==> config.mk <==
export PLATFORM = sky130hd
export DESIGN_NAME = sgdma_engine
export DESIGN_NICKNAME = d
export VERILOG_FILES = /design/src/rtl/sgdma_pkg.sv /design/src/rtl/sgdma_chunk_calc.sv /design/src/rtl/sgdma_idx_reg.sv /design/src/rtl/sgdma_engine.sv
export SDC_FILE = /design/constraint.sdc
export NUM_CORES = 1
export LEC_CHECK = 0
export BUFFER_PORTS_ARGS = -buffer_cell sky130_fd_sc_hd__buf_2
export CORE_ASPECT_RATIO = 1.1
export CORE_UTILIZATION = 61
export CTS_CLUSTER_DIAMETER = 60
export DETAILED_ROUTE_END_ITERATION = 10
export GPL_TIMING_DRIVEN = 0
export PLACE_DENSITY = 0.95
export SLEW_MARGIN = 20
export SYNTH_ARGS = -nofsm -noshare
export SYNTH_HDL_FRONTEND = slang
export SYNTH_SLANG_ARGS = --single-unit
==> constraint.sdc <==
create_clock -name clk -period 15.9 [get_ports clk]
set_input_delay 0.795 -clock clk [delete_from_list [all_inputs] [get_ports clk]]
set_output_delay 0.795 -clock clk [all_outputs]
set_load 0.02 [all_outputs]
==> src/rtl/sgdma_pkg.sv <==
package sgdma_pkg;
  typedef enum logic [2:0] {
    S_IDLE,
    S_FETCH,
    S_STG1,
    S_STG2,
    S_DEND
  } sg_state_t;

  localparam logic [7:0] STAT_IDLE = 8'h50;
  localparam logic [7:0] STAT_BUSY = 8'h80;
  localparam logic [7:0] STAT_ERR  = 8'h41;
endpackage

==> src/rtl/sgdma_chunk_calc.sv <==
module sgdma_chunk_calc #(
  parameter int DLEFT_W   = 17,
  parameter int LEN_W     = 18,
  parameter int CHK_W     = 12,
  parameter int DISK_SECT = 512,
  parameter int OPT_SECT  = 2048
) (
  input  logic [DLEFT_W-1:0] dleft,
  input  logic [LEN_W-1:0]   tleft,
  input  logic [LEN_W-1:0]   xfer,
  input  logic               optical,
  output logic [CHK_W-1:0]   chunk,
  output logic               last,
  output logic               misalign
);
  localparam int W = (DLEFT_W > LEN_W) ? DLEFT_W : LEN_W;

  logic [W-1:0] d_e, t_e, s_e, m1, m2;

  assign d_e = W'(dleft);
  assign t_e = W'(tleft);
  assign s_e = optical ? W'(OPT_SECT) : W'(DISK_SECT);
  assign m1  = (d_e < t_e) ? d_e : t_e;
  assign m2  = (m1 < s_e) ? m1 : s_e;

  assign chunk    = CHK_W'(m2);
  assign last     = (m2 == d_e) || (m2 == t_e);
  assign misalign = optical ? |(xfer & LEN_W'(OPT_SECT - 1))
                            : |(xfer & LEN_W'(DISK_SECT - 1));
endmodule

==> src/rtl/sgdma_idx_reg.sv <==
module sgdma_idx_reg #(
  parameter int IDX_W  = 8,
  parameter int ADDR_W = 32
) (
  input  logic              clk,
  input  logic              rst,
  input  logic              clr,
  input  logic              adv,
  input  logic [ADDR_W-1:0] tbl_base,
  output logic [ADDR_W-1:0] entry_addr
);
  localparam int ENTRY_SHIFT = 3;

  logic [IDX_W-1:0] idx;

  always_ff @(posedge clk) begin
    if (rst || clr) idx <= '0;
    else if (adv)   idx <= idx + 1'b1;
  end

  assign entry_addr = tbl_base + (ADDR_W'(idx) << ENTRY_SHIFT);
endmodule

==> src/rtl/sgdma_engine.sv <==
module sgdma_engine #(
  parameter int ADDR_W    = 32,
  parameter int LBA_W     = 28,
  parameter int IDX_W     = 8,
  parameter int SCNT_W    = 8,
  parameter int DCNT_W    = 16,
  parameter int DISK_SECT = 512,
  parameter int OPT_SECT  = 2048,
  localparam int DESC_W   = ADDR_W + DCNT_W + 1,
  localparam int CHK_W    = $clog2(OPT_SECT) + 1,
  localparam int LEN_W    = SCNT_W + 1 + $clog2(DISK_SECT),
  localparam int DLEFT_W  = DCNT_W + 1
) (
  input  logic              clk,
  input  logic              rst,
  input  logic              start,
  input  logic              dir_to_mem,
  input  logic              optical,
  input  logic [SCNT_W-1:0] sect_cnt,
  input  logic [LBA_W-1:0]  lba_in,
  input  logic [ADDR_W-1:0] tbl_base,
  input  logic              idx_clear,
  output logic              mem_req,
  output logic              mem_we,
  output logic [ADDR_W-1:0] mem_addr,
  output logic [CHK_W-1:0]  mem_len,
  input  logic              mem_ack,
  input  logic [DESC_W-1:0] mem_rdata,
  output logic              sec_req,
  output logic              sec_wr,
  output logic [LBA_W-1:0]  sec_lba,
  output logic [CHK_W-1:0]  sec_len,
  input  logic              sec_ack,
  output logic              busy,
  output logic              active,
  output logic              dma_err,
  output logic [7:0]        drv_stat,
  output logic              done,
  output logic              err,
  output logic              irq
);
  import sgdma_pkg::*;

  localparam int DESC_LEN = 8;

  sg_state_t           st;
  logic                to_mem_q, opt_q, eot_q;
  logic [LEN_W-1:0]    tleft, xfer, total_len;
  logic [DLEFT_W-1:0]  dleft, doff;
  logic [ADDR_W-1:0]   dbase, entry_addr;
  logic [LBA_W-1:0]    lba_q;
  logic [CHK_W-1:0]    chunk;
  logic                last_chunk, misalign, stg_ack;
  logic [DCNT_W-1:0]   rd_cnt;

  assign total_len = LEN_W'({(sect_cnt == '0), sect_cnt}) << $clog2(DISK_SECT);
  assign rd_cnt    = mem_rdata[ADDR_W +: DCNT_W];

  sgdma_chunk_calc #(
    .DLEFT_W(DLEFT_W), .LEN_W(LEN_W), .CHK_W(CHK_W),
    .DISK_SECT(DISK_SECT), .OPT_SECT(OPT_SECT)
  ) u_chunk (
    .dleft(dleft), .tleft(tleft), .xfer(xfer), .optical(opt_q),
    .chunk(chunk), .last(last_chunk), .misalign(misalign)
  );

  sgdma_idx_reg #(.IDX_W(IDX_W), .ADDR_W(ADDR_W)) u_idx (
    .clk(clk), .rst(rst),
    .clr(st == S_IDLE && idx_clear),
    .adv(st == S_DEND),
    .tbl_base(tbl_base),
    .entry_addr(entry_addr)
  );

  assign mem_req  = (st == S_FETCH) || (st == S_STG1 && !to_mem_q) || (st == S_STG2 && to_mem_q);
  assign sec_req  = (st == S_STG1 && to_mem_q) || (st == S_STG2 && !to_mem_q);
  assign mem_we   = (st != S_FETCH) && to_mem_q;
  assign mem_addr = (st == S_FETCH) ? entry_addr : dbase + ADDR_W'(doff);
  assign mem_len  = (st == S_FETCH) ? CHK_W'(DESC_LEN) : chunk;
  assign sec_wr   = !to_mem_q;
  assign sec_lba  = lba_q;
  assign sec_len  = chunk;
  assign busy     = (st != S_IDLE);
  assign stg_ack  = (mem_req && mem_ack) || (sec_req && sec_ack);

  always_ff @(posedge clk) begin
    if (rst) begin
      st       <= S_IDLE;
      to_mem_q <= 1'b0;
      opt_q    <= 1'b0;
      eot_q    <= 1'b0;
      tleft    <= '0;
      xfer     <= '0;
      dleft    <= '0;
      doff     <= '0;
      dbase    <= '0;
      lba_q    <= '0;
      active   <= 1'b0;
      dma_err  <= 1'b0;
      drv_stat <= STAT_IDLE;
      done     <= 1'b0;
      err      <= 1'b0;
      irq      <= 1'b0;
    end else begin
      done <= 1'b0;
      err  <= 1'b0;
      irq  <= 1'b0;
      case (st)
        S_IDLE: if (start) begin
          to_mem_q <= dir_to_mem;
          opt_q    <= optical;
          tleft    <= total_len;
          xfer     <= '0;
          lba_q    <= lba_in;
          active   <= 1'b1;
          dma_err  <= 1'b0;
          drv_stat <= STAT_BUSY;
          st       <= S_FETCH;
        end
        S_FETCH: if (mem_ack) begin
          dbase <= mem_rdata[ADDR_W-1:0];
          dleft <= (rd_cnt == '0) ? DLEFT_W'(1) << DCNT_W : DLEFT_W'(rd_cnt);
          eot_q <= mem_rdata[DESC_W-1];
          doff  <= '0;
          st    <= S_STG1;
        end
        S_STG1: if (stg_ack) st <= S_STG2;
        S_STG2: if (stg_ack) begin
          doff  <= doff + DLEFT_W'(chunk);
          dleft <= dleft - DLEFT_W'(chunk);
          xfer  <= xfer + LEN_W'(chunk);
          tleft <= tleft - LEN_W'(chunk);
          lba_q <= lba_q + 1'b1;
          st    <= last_chunk ? S_DEND : S_STG1;
        end
        S_DEND: begin
          if (misalign || (tleft != '0 && eot_q)) begin
            err      <= 1'b1;
            dma_err  <= 1'b1;
            active   <= 1'b0;
            drv_stat <= STAT_ERR;
            st       <= S_IDLE;
          end else if (tleft == '0) begin
            done <= 1'b1;
            irq  <= 1'b1;
            if (eot_q) begin
              drv_stat <= STAT_IDLE;
              active   <= 1'b0;
            end
            st <= S_IDLE;
          end else begin
            st <= S_FETCH;
          end
        end
        default: st <= S_IDLE;
      endcase
    end
  end
endmodule

==> flow_summary.toml <==
[run_status]
status = "completed"

[power_and_ir_drop]
finalPower_w = 0.002558
leakagePower_nw = 5.774
powerDensity_nw_per_um2 = 192.5
peakVddDrop_uv = 116.2

[setup_path]
r2r_setup_slack_ns = 8.79
ff2ff_path_depth = 26
cp_max_fo = 10
worstPathBufferInverterCount = 3
critPathArrivalTime_ns = 7.44
crit_type = "register to register"
cpMaxStageDelayCell = "nor2_1"
crit_family = "simple AND/OR/NAND/NOR gates"
r2r-start = "tleft[8]"
r2r_end = "doff[16]"
start_kind = "register"
slowest_delay_ns = 0.63
crit_path_frequent_cell = "ha_1"
crit_path_end_kind = "register"
cp.required_ns = 16.23

[cells_and_area]
n_fill_cell = 1290
final_cell_mix = "222 x buf_2, 201 x nand2_1, 173 x a21oi_1, 152 x nor2_1, 144 x dfxtp_1"
multi_input_comb_area_um2 = 7735
area_delta_synth_final_pct = 18.88
seq_area_um2 = 2883
drive_gt1_frac = 0.1596
final_common_cell = "buf_2"
fin_area_um2 = 13290
nets = 1998

[detailed_routing]
drtIter0Drc = 1753
drc_errors = 0
firstDrtPassIters = 8
wirelength_mm = 39.88
routedWlPerCell_um = 19.69
vias = 13250
viasPerCell = 6.542
antenna_left = 0

[die]
die_w_um = 131.1
die-area_um2 = 18870
die_y_um = 144.0
start_util = 0.6279
core_um2 = 17800
io_pins = 227
rows = 51

[sta]
hold_viol = 0
period_needed_ns = 7.109
slew_viol_final = 0
tns_ns = 0
max_slew_margin = 0.2966
rsz0062_at_grt = "no"
clock_skew_ns = 0.01073
max_freq_ghz = 0.1407
hold-worst-slack_ns = 0.4603
finalSetupViolCount = 0
finalCritPeriodShare = 0.4471
worstMarginPinSlew_ns = 1.044

[global_route]
grtUsageTotal = 0.4240
grt.busiest_layer = "met2"
grt_start_max_net_pins = 17
grt_pass1_vias = 12190
use_met3 = 0.1151
globalRouteMet2Util = 0.6558
antenna_found_initial = 3
grt_pass1_wl_mm = 61.30
met1_usage = 0.5124
gr-total-overflow = 0

[logic_synthesis]
syn_inst = 1529
synth_top_cell_area_share = 0.2579
synth_top_area_cell = "dfxtp_1"
ys.warnings.count = 0
async_flop_share = 0
syn_area_um2 = 11180
synth_area_leaders = "dfxtp_1 26%, ha_1 11%, a21oi_1 7.7%"
ys_seq_area_frac = 0.2579
synth_edf_count = 0
synth_area_per_cell_um2 = 7.311
ys.flop_type = "dfxtp_1"
synth.ff_latch_count = 144
ys_types = 67

[placed_design]
placed_cell_area_um2 = 12600
gp_congestion = 0.9742
place_hpwl_mm = 29.27
portBuffers = 222

[clock_tree]
cts_buffers = 17
clock_latency_ns = 0.44
clock_path_buffers = 2
ctsHoldBuffers = 0
h-tree-depth = 4
cts_setup_buffers = 0
post_cts_resized = 0
cts-root-buf = "clkbuf_16"
clk_pin_slew_worst_paths_ns = 0.07
cts.sinks = 144
cts_tree = "done"

[hold_path]
hp-start = "drv_stat[0]"
whs_endpoint = "drv_stat[0]"
whs_path_depth = 2
worstHoldPathType = "register to register"

[job]
max_cap_violations = 0
how the worst max path moves through the flow:
stage / startpoint / to / cells past startpoint
final: tleft[8] / doff[16] / 26
after global routing: tleft[8] / tleft[14] / 25
after CTS: tleft[8] / doff[16] / 26
after detailed placement: tleft[8] / doff[16] / 26
after global placement: tleft[8] / doff[16] / 26
after floorplan: tleft[8] / doff[16] / 26
worst register-to-register path: stages (launching register included):
cell and delay, ns:
dfxtp_1 0.45, inv_1 0.07, ha_1 0.31, and2_1 0.18, o211ai_1 0.10, and2_1 0.18
a211oi_1 0.48, or2_1 0.18, buf_4 0.18, mux2_2 0.36, ha_1 0.20, nor3_1 0.18
mux2i_1 0.31, or2_2 0.43, nor2_1 0.63, ha_1 0.29, inv_1 0.06, fa_1 0.41
nor2b_1 0.19, o21a_1 0.18, o21ai_0 0.15, a21oi_1 0.24, nand4_1 0.15, a31oi_1 0.37
or3b_2 0.50, xor2_1 0.14, nor2_1 0.05
stage by stage:
step                utilization  cells  setup WS [ns]
floorplan                     -   1532          10.29
global placement         0.7076   1992          9.493
detailed placement       0.7076   1992          9.372
CTS                      0.7463   2024          9.142
global route             0.7463   2024          8.443
finish                   0.7464   2025          8.791
cells in the mapped netlist, drive strengths merged (4+ instances only):
cell type / count
clkbuf: 60
nor2b: 19
ha: 94
nor4: 16
mux2i: 17
mux2: 4
a21o: 29
and4: 4
buf: 18
a31oi: 14
or3: 20
a221oi: 18
inv: 67
nand2: 201
nor2: 152
xor2: 39
nand2b: 9
nor3: 55
fa: 6
o21a: 18
nand4: 26
o21bai: 4
o211ai: 7
xnor2: 53
and3: 14
or3b: 4
a22oi: 7
nand3: 55
o31ai: 7
a211oi: 24
a21oi: 173
or2: 11
dfxtp: 144
a311oi: 4
o21ai: 74
a21boi: 5
and2: 14
nand3b: 6
cell type report:
cell class,count,share of cell area
Inverter,67,0.01892
Multi-Input combinational cell,1243,0.5821
Tap cell,238,0.02241
Sequential cell,144,0.2169
Antenna cell,1,0.0001883
Clock buffer,22,0.03644
Clock inverter,10,0.01535
Buffer,78,0.02410
Timing Repair Buffer,222,0.08361
per-layer routing:
layer / up-vias / part of all wire
met5: - / 0.00080
met4: 4 / 0.063
met3: 251 / 0.13
met2: 1050 / 0.45
met1: 6017 / 0.36
li1: 5926 / -
where the power goes:
part	switching, W	internal [W]	leakage [nW]	total, W
clock network	0.000166	0.000311	0.340	0.000476
logic	0.00103	0.000572	4.26	0.00160
registers	0.0000659	0.000416	1.17	0.000482
total	0.00126	0.00130	5.77	0.00256
flip-flops by register name, summed over array words and instances, names as in the netlist:
register and count:
dbase 32, sec_lba 28, tleft 18, dleft 17, doff 17, xfer 11
u_idx.idx 8, drv_stat 3, st 3, active 1, dma_err 1, eot_q 1
err 1, irq 1, opt_q 1, to_mem_q 1
cell families (layout without fill, tap and decap cells):
| kind of cell | Yosys count | count (layout) | share of synthesized area |
|---|---|---|---|
| compound gates | 410 | 410 | 0.2257 |
| xor+xnor | 92 | 92 | 0.07208 |
| fa+ha+maj | 100 | 100 | 0.1160 |
| buf+inv | 145 | 399 | 0.05115 |
| flops | 144 | 144 | 0.2579 |
| mux | 21 | 21 | 0.01925 |
| other cells | 1 | 5 | 0.0003355 |
| simple gates | 616 | 616 | 0.2577 |
Power figures use the tool's default switching activity.
